### config.mk
export PLATFORM = sky130hd
export DESIGN_NAME = mii_frame_tx
export DESIGN_NICKNAME = d
export VERILOG_FILES = /design/src/rtl/mii_tx_pkg.sv /design/src/rtl/mii_tx_hdr.sv /design/src/rtl/mii_tx_crc.sv /design/src/rtl/mii_tx_gap.sv /design/src/rtl/mii_frame_tx.sv
export SDC_FILE = /design/constraint.sdc
export NUM_CORES = 1
export LEC_CHECK = 0
export BUFFER_PORTS_ARGS = -buffer_cell sky130_fd_sc_hd__buf_2
export CORE_UTILIZATION = 57
export DETAILED_ROUTE_END_ITERATION = 10
export PLACE_DENSITY_LB_ADDON = 0.3
export SETUP_SLACK_MARGIN = 0.5
export SLEW_MARGIN = 20
export SYNTH_ARGS = -nofsm -noshare
export SYNTH_HDL_FRONTEND = slang
export SYNTH_SLANG_ARGS = --single-unit
### constraint.sdc
create_clock -name clk -period 4.68 [get_ports clk]
set_clock_uncertainty 0.15 [all_clocks]
set_input_delay 0.468 -clock clk [delete_from_list [all_inputs] [get_ports clk]]
set_output_delay 0.468 -clock clk [all_outputs]
set_load 0.02 [all_outputs]
### src/rtl/mii_tx_pkg.sv
package mii_tx_pkg;

    localparam logic [31:0] CRC_POLY_REFL = 32'hEDB8_8320;

    typedef enum logic [2:0] {
        ST_IDLE,
        ST_PRE,
        ST_HDR,
        ST_PAY,
        ST_PAD,
        ST_FCS
    } tx_state_e;

    // Advance a reflected CRC-32 register by one nibble, bit 0 first.
    function automatic logic [31:0] crc32_step4(input logic [31:0] c, input logic [3:0] n);
        logic [31:0] r;
        r = c;
        for (int i = 0; i < 4; i++) begin
            if (r[0] ^ n[i]) r = (r >> 1) ^ CRC_POLY_REFL;
            else             r = r >> 1;
        end
        return r;
    endfunction

endpackage

### src/rtl/mii_tx_hdr.sv
module mii_tx_hdr #(
    parameter int          IDX_W = 6,
    parameter logic [15:0] TPID  = 16'h8100
) (
    input  logic [47:0]      dst,
    input  logic [47:0]      src,
    input  logic [15:0]      lt,
    input  logic             vt,
    input  logic [3:0]       pr,
    input  logic [11:0]      vid,
    input  logic [IDX_W-1:0] idx,
    output logic [3:0]       nib
);
    localparam int HB   = 18;
    localparam int HV_W = HB * 8;

    logic [HV_W-1:0] hv;
    logic [7:0]      b;
    int              bi;

    // Header laid out first-byte-on-wire at the top of the vector.
    always_comb begin
        hv  = vt ? {dst, src, TPID, pr, vid, lt} : {dst, src, lt, 32'h0};
        bi  = int'(idx >> 1);
        b   = hv[HV_W-1-8*bi -: 8];
        nib = idx[0] ? b[7:4] : b[3:0];
    end
endmodule

### src/rtl/mii_tx_crc.sv
module mii_tx_crc (
    input  logic        clk,
    input  logic        rst_n,
    input  logic        clr,
    input  logic        en,
    input  logic [3:0]  nib,
    output logic [31:0] crc_q
);
    import mii_tx_pkg::*;

    logic [31:0] crc_d;

    always_comb begin
        crc_d = crc_q;
        if (clr)     crc_d = '1;
        else if (en) crc_d = crc32_step4(crc_q, nib);
    end

    always_ff @(posedge clk) begin
        if (!rst_n) crc_q <= '1;
        else        crc_q <= crc_d;
    end
endmodule

### src/rtl/mii_tx_gap.sv
module mii_tx_gap #(
    parameter int IFG = 24
) (
    input  logic clk,
    input  logic rst_n,
    input  logic line_en,
    output logic ok
);
    localparam int GW = (IFG > 2) ? $clog2(IFG) : 1;
    localparam logic [GW-1:0] TOP = GW'(IFG - 1);

    logic [GW-1:0] cnt_d, cnt_q;

    always_comb begin
        ok = (cnt_q == TOP);
        if (line_en) cnt_d = '0;
        else if (ok) cnt_d = cnt_q;
        else         cnt_d = cnt_q + 1'b1;
    end

    always_ff @(posedge clk) begin
        if (!rst_n) cnt_q <= TOP;
        else        cnt_q <= cnt_d;
    end

    // a frame may only begin after the full count of idle cycles
    assert_ifg_kept_R10: assert property (@(posedge clk) disable iff (!rst_n)
        (line_en && !$past(line_en)) |-> ($past(cnt_q) == TOP));
endmodule

### src/rtl/mii_frame_tx.sv
module mii_frame_tx #(
    parameter int PRE_BYTES = 7,
    parameter int MIN_BYTES = 60,
    parameter int IFG       = 24
) (
    input  logic        clk,
    input  logic        rst_n,
    input  logic        s_valid,
    output logic        s_ready,
    input  logic [7:0]  s_data,
    input  logic        s_last,
    input  logic [47:0] dst_mac,
    input  logic [47:0] src_mac,
    input  logic [15:0] len_type,
    input  logic        tag_en,
    input  logic [3:0]  tag_prio,
    input  logic [11:0] tag_vid,
    output logic [3:0]  mii_txd,
    output logic        mii_tx_en,
    output logic        mii_tx_er
);
    import mii_tx_pkg::*;

    localparam int PRE_NIB     = 2 * (PRE_BYTES + 1);
    localparam int HDR_NIB     = 28;
    localparam int HDR_TAG_NIB = 36;
    localparam int CNT_MAX     = (PRE_NIB > HDR_TAG_NIB) ? PRE_NIB : HDR_TAG_NIB;
    localparam int CNT_W       = $clog2(CNT_MAX + 1);
    localparam int BC_W        = $clog2(MIN_BYTES + 1);
    localparam logic [BC_W-1:0] BC_MIN = BC_W'(MIN_BYTES);

    typedef struct packed {
        tx_state_e        st;
        logic [CNT_W-1:0] cnt;
        logic [BC_W-1:0]  bc;
        logic             ph;
        logic [3:0]       hi;
        logic             last;
        logic [3:0]       txd;
        logic             en;
        logic             er;
        logic [47:0]      dst;
        logic [47:0]      src;
        logic [15:0]      lt;
        logic             vt;
        logic [3:0]       pr;
        logic [11:0]      vid;
    } tx_regs_t;

    tx_regs_t         r_d, r_q;
    logic [3:0]       hdr_nib;
    logic [31:0]      crc_q;
    logic [31:0]      fcs;
    logic             crc_clr, crc_en;
    logic             gap_ok;
    logic             ready_c;
    logic [BC_W-1:0]  bc_inc;
    logic [CNT_W-1:0] hdr_last;

    mii_tx_hdr #(.IDX_W(CNT_W)) u_hdr (
        .dst (r_q.dst),
        .src (r_q.src),
        .lt  (r_q.lt),
        .vt  (r_q.vt),
        .pr  (r_q.pr),
        .vid (r_q.vid),
        .idx (r_q.cnt),
        .nib (hdr_nib)
    );

    mii_tx_crc u_crc (
        .clk   (clk),
        .rst_n (rst_n),
        .clr   (crc_clr),
        .en    (crc_en),
        .nib   (r_d.txd),
        .crc_q (crc_q)
    );

    mii_tx_gap #(.IFG(IFG)) u_gap (
        .clk     (clk),
        .rst_n   (rst_n),
        .line_en (r_q.en),
        .ok      (gap_ok)
    );

    assign fcs = ~crc_q;

    always_comb begin
        r_d      = r_q;
        r_d.en   = 1'b0;
        r_d.er   = 1'b0;
        r_d.txd  = 4'h0;
        crc_clr  = 1'b0;
        crc_en   = 1'b0;
        ready_c  = 1'b0;
        bc_inc   = (r_q.bc == BC_MIN) ? r_q.bc : r_q.bc + 1'b1;
        hdr_last = r_q.vt ? CNT_W'(HDR_TAG_NIB - 1) : CNT_W'(HDR_NIB - 1);

        unique case (r_q.st)
            ST_IDLE: begin
                if (s_valid && gap_ok) begin
                    r_d.dst = dst_mac;
                    r_d.src = src_mac;
                    r_d.lt  = len_type;
                    r_d.vt  = tag_en;
                    r_d.pr  = tag_prio;
                    r_d.vid = tag_vid;
                    r_d.st  = ST_PRE;
                    r_d.cnt = CNT_W'(1);
                    r_d.bc  = '0;
                    r_d.ph  = 1'b0;
                    r_d.en  = 1'b1;
                    r_d.txd = 4'h5;
                    crc_clr = 1'b1;
                end
            end
            ST_PRE: begin
                r_d.en = 1'b1;
                if (r_q.cnt == CNT_W'(PRE_NIB - 1)) begin
                    r_d.txd = 4'hD;
                    r_d.st  = ST_HDR;
                    r_d.cnt = '0;
                end else begin
                    r_d.txd = 4'h5;
                    r_d.cnt = r_q.cnt + 1'b1;
                end
            end
            ST_HDR: begin
                r_d.en  = 1'b1;
                r_d.txd = hdr_nib;
                crc_en  = 1'b1;
                if (r_q.cnt[0]) r_d.bc = bc_inc;
                if (r_q.cnt == hdr_last) begin
                    r_d.st  = ST_PAY;
                    r_d.ph  = 1'b0;
                    r_d.cnt = '0;
                end else begin
                    r_d.cnt = r_q.cnt + 1'b1;
                end
            end
            ST_PAY: begin
                r_d.en = 1'b1;
                if (!r_q.ph) begin
                    ready_c = 1'b1;
                    if (s_valid) begin
                        r_d.txd  = s_data[3:0];
                        r_d.hi   = s_data[7:4];
                        r_d.last = s_last;
                        r_d.ph   = 1'b1;
                        crc_en   = 1'b1;
                    end else begin
                        r_d.er = 1'b1;
                        r_d.st = ST_IDLE;
                    end
                end else begin
                    r_d.txd = r_q.hi;
                    r_d.bc  = bc_inc;
                    r_d.ph  = 1'b0;
                    r_d.cnt = '0;
                    crc_en  = 1'b1;
                    if (r_q.last) r_d.st = (bc_inc == BC_MIN) ? ST_FCS : ST_PAD;
                end
            end
            ST_PAD: begin
                r_d.en = 1'b1;
                crc_en = 1'b1;
                if (r_q.ph) begin
                    r_d.bc = bc_inc;
                    r_d.ph = 1'b0;
                    if (bc_inc == BC_MIN) begin
                        r_d.st  = ST_FCS;
                        r_d.cnt = '0;
                    end
                end else begin
                    r_d.ph = 1'b1;
                end
            end
            ST_FCS: begin
                r_d.en  = 1'b1;
                r_d.txd = fcs[{r_q.cnt[2:0], 2'b00} +: 4];
                if (r_q.cnt == CNT_W'(7)) r_d.st  = ST_IDLE;
                else                      r_d.cnt = r_q.cnt + 1'b1;
            end
            default: r_d.st = ST_IDLE;
        endcase
    end

    always_ff @(posedge clk) begin
        if (!rst_n) begin
            r_q    <= '0;
            r_q.st <= ST_IDLE;
        end else begin
            r_q <= r_d;
        end
    end

    assign s_ready   = ready_c;
    assign mii_txd   = r_q.txd;
    assign mii_tx_en = r_q.en;
    assign mii_tx_er = r_q.er;

    // the error line is only driven inside a frame
    assert_er_inside_frame_R9: assert property (@(posedge clk) disable iff (!rst_n)
        mii_tx_er |-> mii_tx_en);

    // an aborted frame ends right after its error nibble
    assert_er_ends_frame_R9: assert property (@(posedge clk) disable iff (!rst_n)
        mii_tx_er |=> !mii_tx_en);

    // bytes are taken only while a frame is on the line
    assert_ready_in_frame_R5: assert property (@(posedge clk) disable iff (!rst_n)
        s_ready |-> mii_tx_en);

    // an accepted byte shows its low nibble on the next cycle
    assert_low_nibble_first_R5: assert property (@(posedge clk) disable iff (!rst_n)
        (s_valid && s_ready) |=> (mii_txd == $past(s_data[3:0])));

    // the line is quiet between frames
    assert_quiet_idle_R8: assert property (@(posedge clk) disable iff (!rst_n)
        !mii_tx_en |-> (mii_txd == 4'h0 && !mii_tx_er));
endmodule

==> metrics.cfg, run 1 <==
[clocking]
htree_levels = 4
cts_root_buf = clkbuf_16
clk_pin_slew_ns = 0.07
clock_latency_ns = 0.44
cts.sinks = 193
tritoncts = yes
cts_made_buffers = 17
cts_buffer_depth = 2

[power]
total_power_mw = 6.03
irDropWorstVdd_mv = 0.325
cellPowerDensity_mw_per_mm2 = 541
p_leak_nw = 4.12

[sta]
worst_pin_slew_ns = 0.825
rsz0062_at_grt = false
fmax_mhz = 257
min_period_ns = 3.89
setup_viol = 0
slew_headroom_pct = 45.0
fin_crit_sh_pct = 83.1
slew_violations = 0
tns_ns = 0
hold_viol = 0

[placement]
io_buffers = 147
dp_hpwl_um = 17100
placed_cells = 1439
gp_congestion = 0.858

[drt]
dr.pass1.iters = 6
drc_errors = 0
wirelength_um = 24500
vias = 8400
ant_nets = 0
drtIter0Drc = 635
viasPerCell = 5.71
wl_per_cell_um = 16.7

[yosys]
synthesis.area_mm2 = 0.00975
async_flop_share_pct = 0
seq_area_frac_synth_pct = 39.6
synth_edf_count = 0
ys_top_cells_by_area = dfxtp_1 40%, nand2_1 12%, a21boi_0 8.9%
ys_ff_latch = 193
synthFlopType = dfxtp_1
synth_fp_nets = 1286
yosys.area.top_type = dfxtp_1
syn_avg_cell_area_um2 = 8.57
synth_top_area_share_pct = 39.6
synthCells = 1138
ys_warn_count = 0
ys_types = 76

[worst_setup_path]
cp_top_family = XOR/XNOR gates
critPathMaxStageDelay_ns = 0.56
setup.worst_path.end_class = flip-flop
critPathSlowestCell = xor3_2
path_class = flip-flop to flip-flop
worst-endpoint-required_ns = 4.85
path_buf_inv = 2
crit_path_start_kind = flip-flop
cp.arrival_ns = 4.06
cp_cell_sequence = inv_1, ha_4, buf_4, mux4_2, a2bb2oi_1, o221ai_1, o2111ai_1, o311ai_4, xnor2_4, xor3_2, mux2i_1, nor2_1
cp_max_fo = 18

[floorplan]
die-area_mm2 = 0.0176
die_h_um = 133
placeableCoreArea_mm2 = 0.0166
pin_count = 148
start_util_pct = 58.6
row_count = 47
die_w_um = 133

[global_route]
grt_pass1_vias = 7979
gr-total-overflow = 0
grt_usage_pct = 28.6
grt_max_degree = 131
grt_first_pass_wirelength_um = 39900
antenna_found_initial = 0

[status]
status = completed

[layout]
finalNetCount = 1386
seq_area_mm2 = 0.00386
final_cells = 1471
syn_to_final_growth_pct = 14.3
fillers = 1341
drive_gt1_share_pct = 20.0
multiInputGateArea_mm2 = 0.00543
diodes = 0

[flow_run]
drv_cap = 0

[worst_hold_path]
hold_class = input port to flip-flop

[sequential cells by signal, indices dropped and copies added, names as in the netlist]
name	count
mii_tx_en	1
u_crc.crc_q	32
r_q	150
mii_tx_er	1
u_gap.cnt_q	5
mii_txd	4
[where the power goes]
group          internal (mW)  switching [mW]  leakage, nW
registers               2.00           0.312         1.57
clock network          0.871           0.673        0.303
logic                   1.00            1.18         2.25
total                   3.87            2.16         4.12
[layer usage]
layer  vias to the layer above  global-route usage (%)  wire, um
met5                         -                       0         0
li1                       4130                       -         -
met4                         0                    9.83       539
met1                      3956                    37.9     10900
met3                        38                    5.71      1440
met2                       276                    46.4     11700
[worst reg2reg max path, delay by kind of cell (launching register included)]
kind | cells | cell delay (ns)
mux | 2 | 0.51
compound gates | 4 | 0.77
flops | 1 | 0.47
fa+ha+maj | 1 | 0.45
xor+xnor | 2 | 0.91
simple gates | 1 | 0.07
buf+inv | 2 | 0.45
[through the flow]
step / hold WS (ns) / utilization [%] / setup WS, ns / instance area [um^2]
final: 0.118 / 67.0 / 0.793 / 11100
after global routing: 0.121 / 67.0 / 0.565 / 11100
after CTS: 0.119 / 66.9 / 0.611 / 11100
after detailed placement: 0.296 / 63.2 / 0.614 / 10500
after global placement: 0.288 / 63.2 / 0.729 / 10500
after floorplan: 0.279 / - / 0.888 / 9750
[cell usage in the layout, fill, tap and decap left out, drive strengths merged, types with 22 or more instances in the layout]
master  Yosys  layout
nand3      22      22
nor2       45      45
buf        24     167
a21boi    116     116
nand2     311     311
a21oi      54      54
o21ai      40      40
inv        16      23
dfxtp     193     193
mux4       26      26
mux2i      34      34
[cells by family after synthesis]
logic type,synth area share (%)
AOI/OAI and AO/OA,19.4
xor gates and xnor gates,5.30
adders and majority gates,0.898
buffers and inverters,4.94
DFF,39.6
muxes,9.84
and+or+nand+nor,20.0
[final timing paths]
check,startpoint,to,slack [ns],depth (start not counted)
hold / removal,tag_vid[1],r_q[1],0.12,3
setup reg to reg,r_q[150],u_crc.crc_q[27],0.79,12
setup / recovery,r_q[150],u_crc.crc_q[27],0.79,12
hold reg to reg,r_q[9],r_q[9],0.30,2
[cells in the mapped netlist (8+ instances only)]
master / number
a31oi_1: 12
o21ai_0: 31
nor2_1: 44
xor2_1: 11
dfxtp_1: 193
nor2b_1: 14
inv_1: 15
buf_4: 12
o22ai_1: 8
a21boi_0: 116
a21oi_1: 53
xnor2_1: 15
nor3_1: 12
mux2i_1: 34
mux4_2: 26
nand3_1: 22
nand2b_1: 8
nand2_1: 311
and2_1: 9
o21ai_1: 9
clkbuf_1: 61
[repair_timing]
action,in CTS,in global routing
gates resized for setup,0,1
setup buffers,0,0
endpoints found under the setup margin,0,4
hold buffers,0,0
[layout make-up]
class                           instances  share of cell area (%)
Clock inverter                         12                    1.50
Timing Repair Buffer                  167                    8.08
Sequential cell                       193                    34.7
Tap cell                              220                    2.47
Clock buffer                           20                    4.01
Multi-Input combinational cell        842                    48.7
Inverter                               17                   0.573
Power figures use the tool's default switching activity.
==> inputs of run 2 (changes only) <==
==> constraint.sdc (replaced) <==
create_clock -name clk -period 4 [get_ports clk]
set_clock_uncertainty 0.15 [all_clocks]
set_input_delay 0.4 -clock clk [delete_from_list [all_inputs] [get_ports clk]]
set_output_delay 0.4 -clock clk [all_outputs]
set_load 0.02 [all_outputs]
==> metrics.cfg, run 2 (synthesis gave the netlist of run 1 again) <==
[worst_setup_path]
reg2reg_to = u_crc.crc_q[26]
setup.worst_path.end_class = flip-flop
cp_top_family = compound AO/OA/AOI/OAI gates
cp_cell_sequence = clkinv_8, ha_4, buf_2, buf_4, mux2_2, o221ai_1, or3_1, a311oi_2, a21oi_2, xor2_4, buf_6, xnor2_4, buf_4, xor3_1, o21ai_1
critPathSlowestCell = dfxtp_4
r2r_cells = 15  ; +3
path_class = flip-flop to flip-flop
worst-endpoint-required_ns = 4.22  ; -0.63 ns
r2r_start = r_q[149]
critPathMaxStageDelay_ns = 0.40  ; -0.16 ns
crit_path_start_kind = flip-flop
critPathMostFrequentCell = buf_4
cp_max_fo = 6  ; -12
path_buf_inv = 5  ; +3
cp.arrival_ns = 3.81  ; -0.25 ns
r2r_slack_ns = 0.41  ; -0.38 ns

[worst_hold_path]
min_to = r_q[0]
hold_class = input port to flip-flop
hp-start = tag_vid[0]
min_path_cells = 3  ; unchanged

[global_route]
grt_usage_pct = 29.2  ; +0.57 points
antenna_found_initial = 0  ; unchanged
grt_max_degree = 101  ; -23%
grt_first_pass_wirelength_um = 40700  ; +2.0%
gr-total-overflow = 0  ; unchanged
grt_pass1_vias = 8006  ; +0.34%

[clocking]
cts_made_buffers = 17  ; unchanged
htree_levels = 4  ; unchanged
clk_pin_slew_ns = 0.07  ; about the same
tritoncts = yes
cts.sinks = 193  ; unchanged
cts_root_buf = clkbuf_16
cts_buffer_depth = 2  ; unchanged
clock_latency_ns = 0.44  ; about the same

[layout]
drive_gt1_share_pct = 23.0  ; +3.0 points
syn_to_final_growth_pct = 17.9
fillers = 1294  ; -3.5%
finalNetCount = 1421  ; +2.5%
final_cell_mix = 311 x nand2_1, 189 x dfxtp_1, 147 x buf_2
layout_commonest_cell = nand2_1
largestRegisters = r_q (150), u_crc.crc_q (32), u_gap.cnt_q (5)
regMostFlops = r_q
diodes = 0  ; unchanged
largest_reg_flops = 150  ; unchanged

[status]
status = completed

[sta]
rsz0062_at_grt = true
slew_violations = 0  ; unchanged
hold_viol = 0  ; unchanged
fmax_mhz = 279  ; +8.3%
slew_headroom_pct = 43.5  ; -1.5 points
fin_crit_sh_pct = 89.7  ; +6.6 points
tns_ns = 0  ; unchanged
min_period_ns = 3.59  ; -0.299 ns
worst_pin_slew_ns = 0.847  ; +0.0228 ns
setup_viol = 0  ; unchanged

[floorplan]
die-area_mm2 = 0.0176  ; unchanged
placeableCoreArea_mm2 = 0.0166  ; unchanged
row_count = 47  ; unchanged
die_w_um = 133  ; unchanged
start_util_pct = 58.6  ; unchanged
die_h_um = 133  ; unchanged
pin_count = 148  ; unchanged

[drt]
ant_nets = 0  ; unchanged
dr.pass1.iters = 5  ; -1
wl_per_cell_um = 17.1  ; +2.4%
drc_errors = 0  ; unchanged
vias = 8659  ; +3.1%
drtIter0Drc = 666  ; +4.9%
viasPerCell = 5.75  ; +0.69%
wirelength_um = 25700  ; +4.8%

[placement]
gp_congestion = 0.877  ; +2.2%
dp_hpwl_um = 17300  ; +1.3%
io_buffers = 147  ; unchanged

[power]
irDropWorstVdd_mv = 0.435  ; +34%
cellPowerDensity_mw_per_mm2 = 628  ; +16%
p_leak_nw = 4.29  ; +4.2%
total_power_mw = 7.22  ; +20%

[flow_run]
drv_cap = 0  ; unchanged

-- run 2: cell types whose count changed in the layout (fill, tap and decap cells not counted), sizes merged --
cell	delta
buf	+35
bufinv	-3
clkbuf	-3
clkinv	+3
clkinvlp	+3
-- run 2: power by group --
part | switching, mW | total, mW | internal (mW)
Clock | 0.834 | 1.66 | 0.829
Sequential | 0.376 | 2.71 | 2.34
Combinational | 1.49 | 2.85 | 1.35
-- run 2: how the worst max path moves through the flow --
stage	start	end	slack, ns	cells after the start
2_1_floorplan	r_q[149]	u_crc.crc_q[21]	0.49	15
3_5_place_dp	r_q[150]	u_crc.crc_q[27]	0.13	12
3_3_place_gp	r_q[150]	u_crc.crc_q[27]	0.20	12
5_1_grt	r_q[149]	u_crc.crc_q[26]	0.34	15
4_1_cts	r_q[150]	u_crc.crc_q[25]	0.51	14
6_report	r_q[149]	u_crc.crc_q[26]	0.41	15
-- run 2: final cells by class --
cell class                 instances  area (um^2)  share of cell area, %
multi-input combinational        842         5480                   47.7
sequential                       193         3870                   33.7
timing repair buffer             202         1220                   10.6
clock buffer                      17          425                   3.70
tap                              220          275                   2.39
clock inverter                    15          145                   1.26
inverter                          17         80.1                  0.697
-- run 2: worst reg2reg max path, stage by stage, from the launching register on --
cell      delay [ns]
dfxtp_4         0.40
clkinv_8        0.08
ha_4            0.26
buf_2           0.16
buf_4           0.15
mux2_2          0.24
o221ai_1        0.13
or3_1           0.36
a311oi_2        0.31
a21oi_2         0.16
xor2_4          0.24
buf_6           0.16
xnor2_4         0.22
buf_4           0.16
xor3_1          0.22
o21ai_1         0.13
-- run 2: metal layers --
| layer | global-route usage, % | part of all wire (%) |
|---|---|---|
| met5 | 0 | 0 |
| met4 | 10.4 | 2.4 |
| met2 | 46.6 | 47 |
| met3 | 5.40 | 7.4 |
| met1 | 39.4 | 44 |
-- run 2: timing repair --
action | CTS | global route
setup endpoints to repair | 21 | 19
gates cloned | 0 | 0
buffers inserted | 10 | 18
pin swaps | 4 | 12
hold buffers | 0 | 0
resized for setup | 4 | 20
-- run 2: stage by stage --
step	cell area [um^2]	hold WS, ns	std cells	utilization, %	setup slack (ns)
2_1_floorplan	9780	0.279	1138	-	0.491
3_3_place_gp	10600	0.288	1446	63.6	0.199
3_5_place_dp	10600	0.295	1446	63.6	0.125
4_1_cts	11300	0.0367	1488	67.7	0.506
5_1_grt	11500	0.0524	1506	69.1	0.343
6_report	11500	0.0474	1506	69.1	0.412
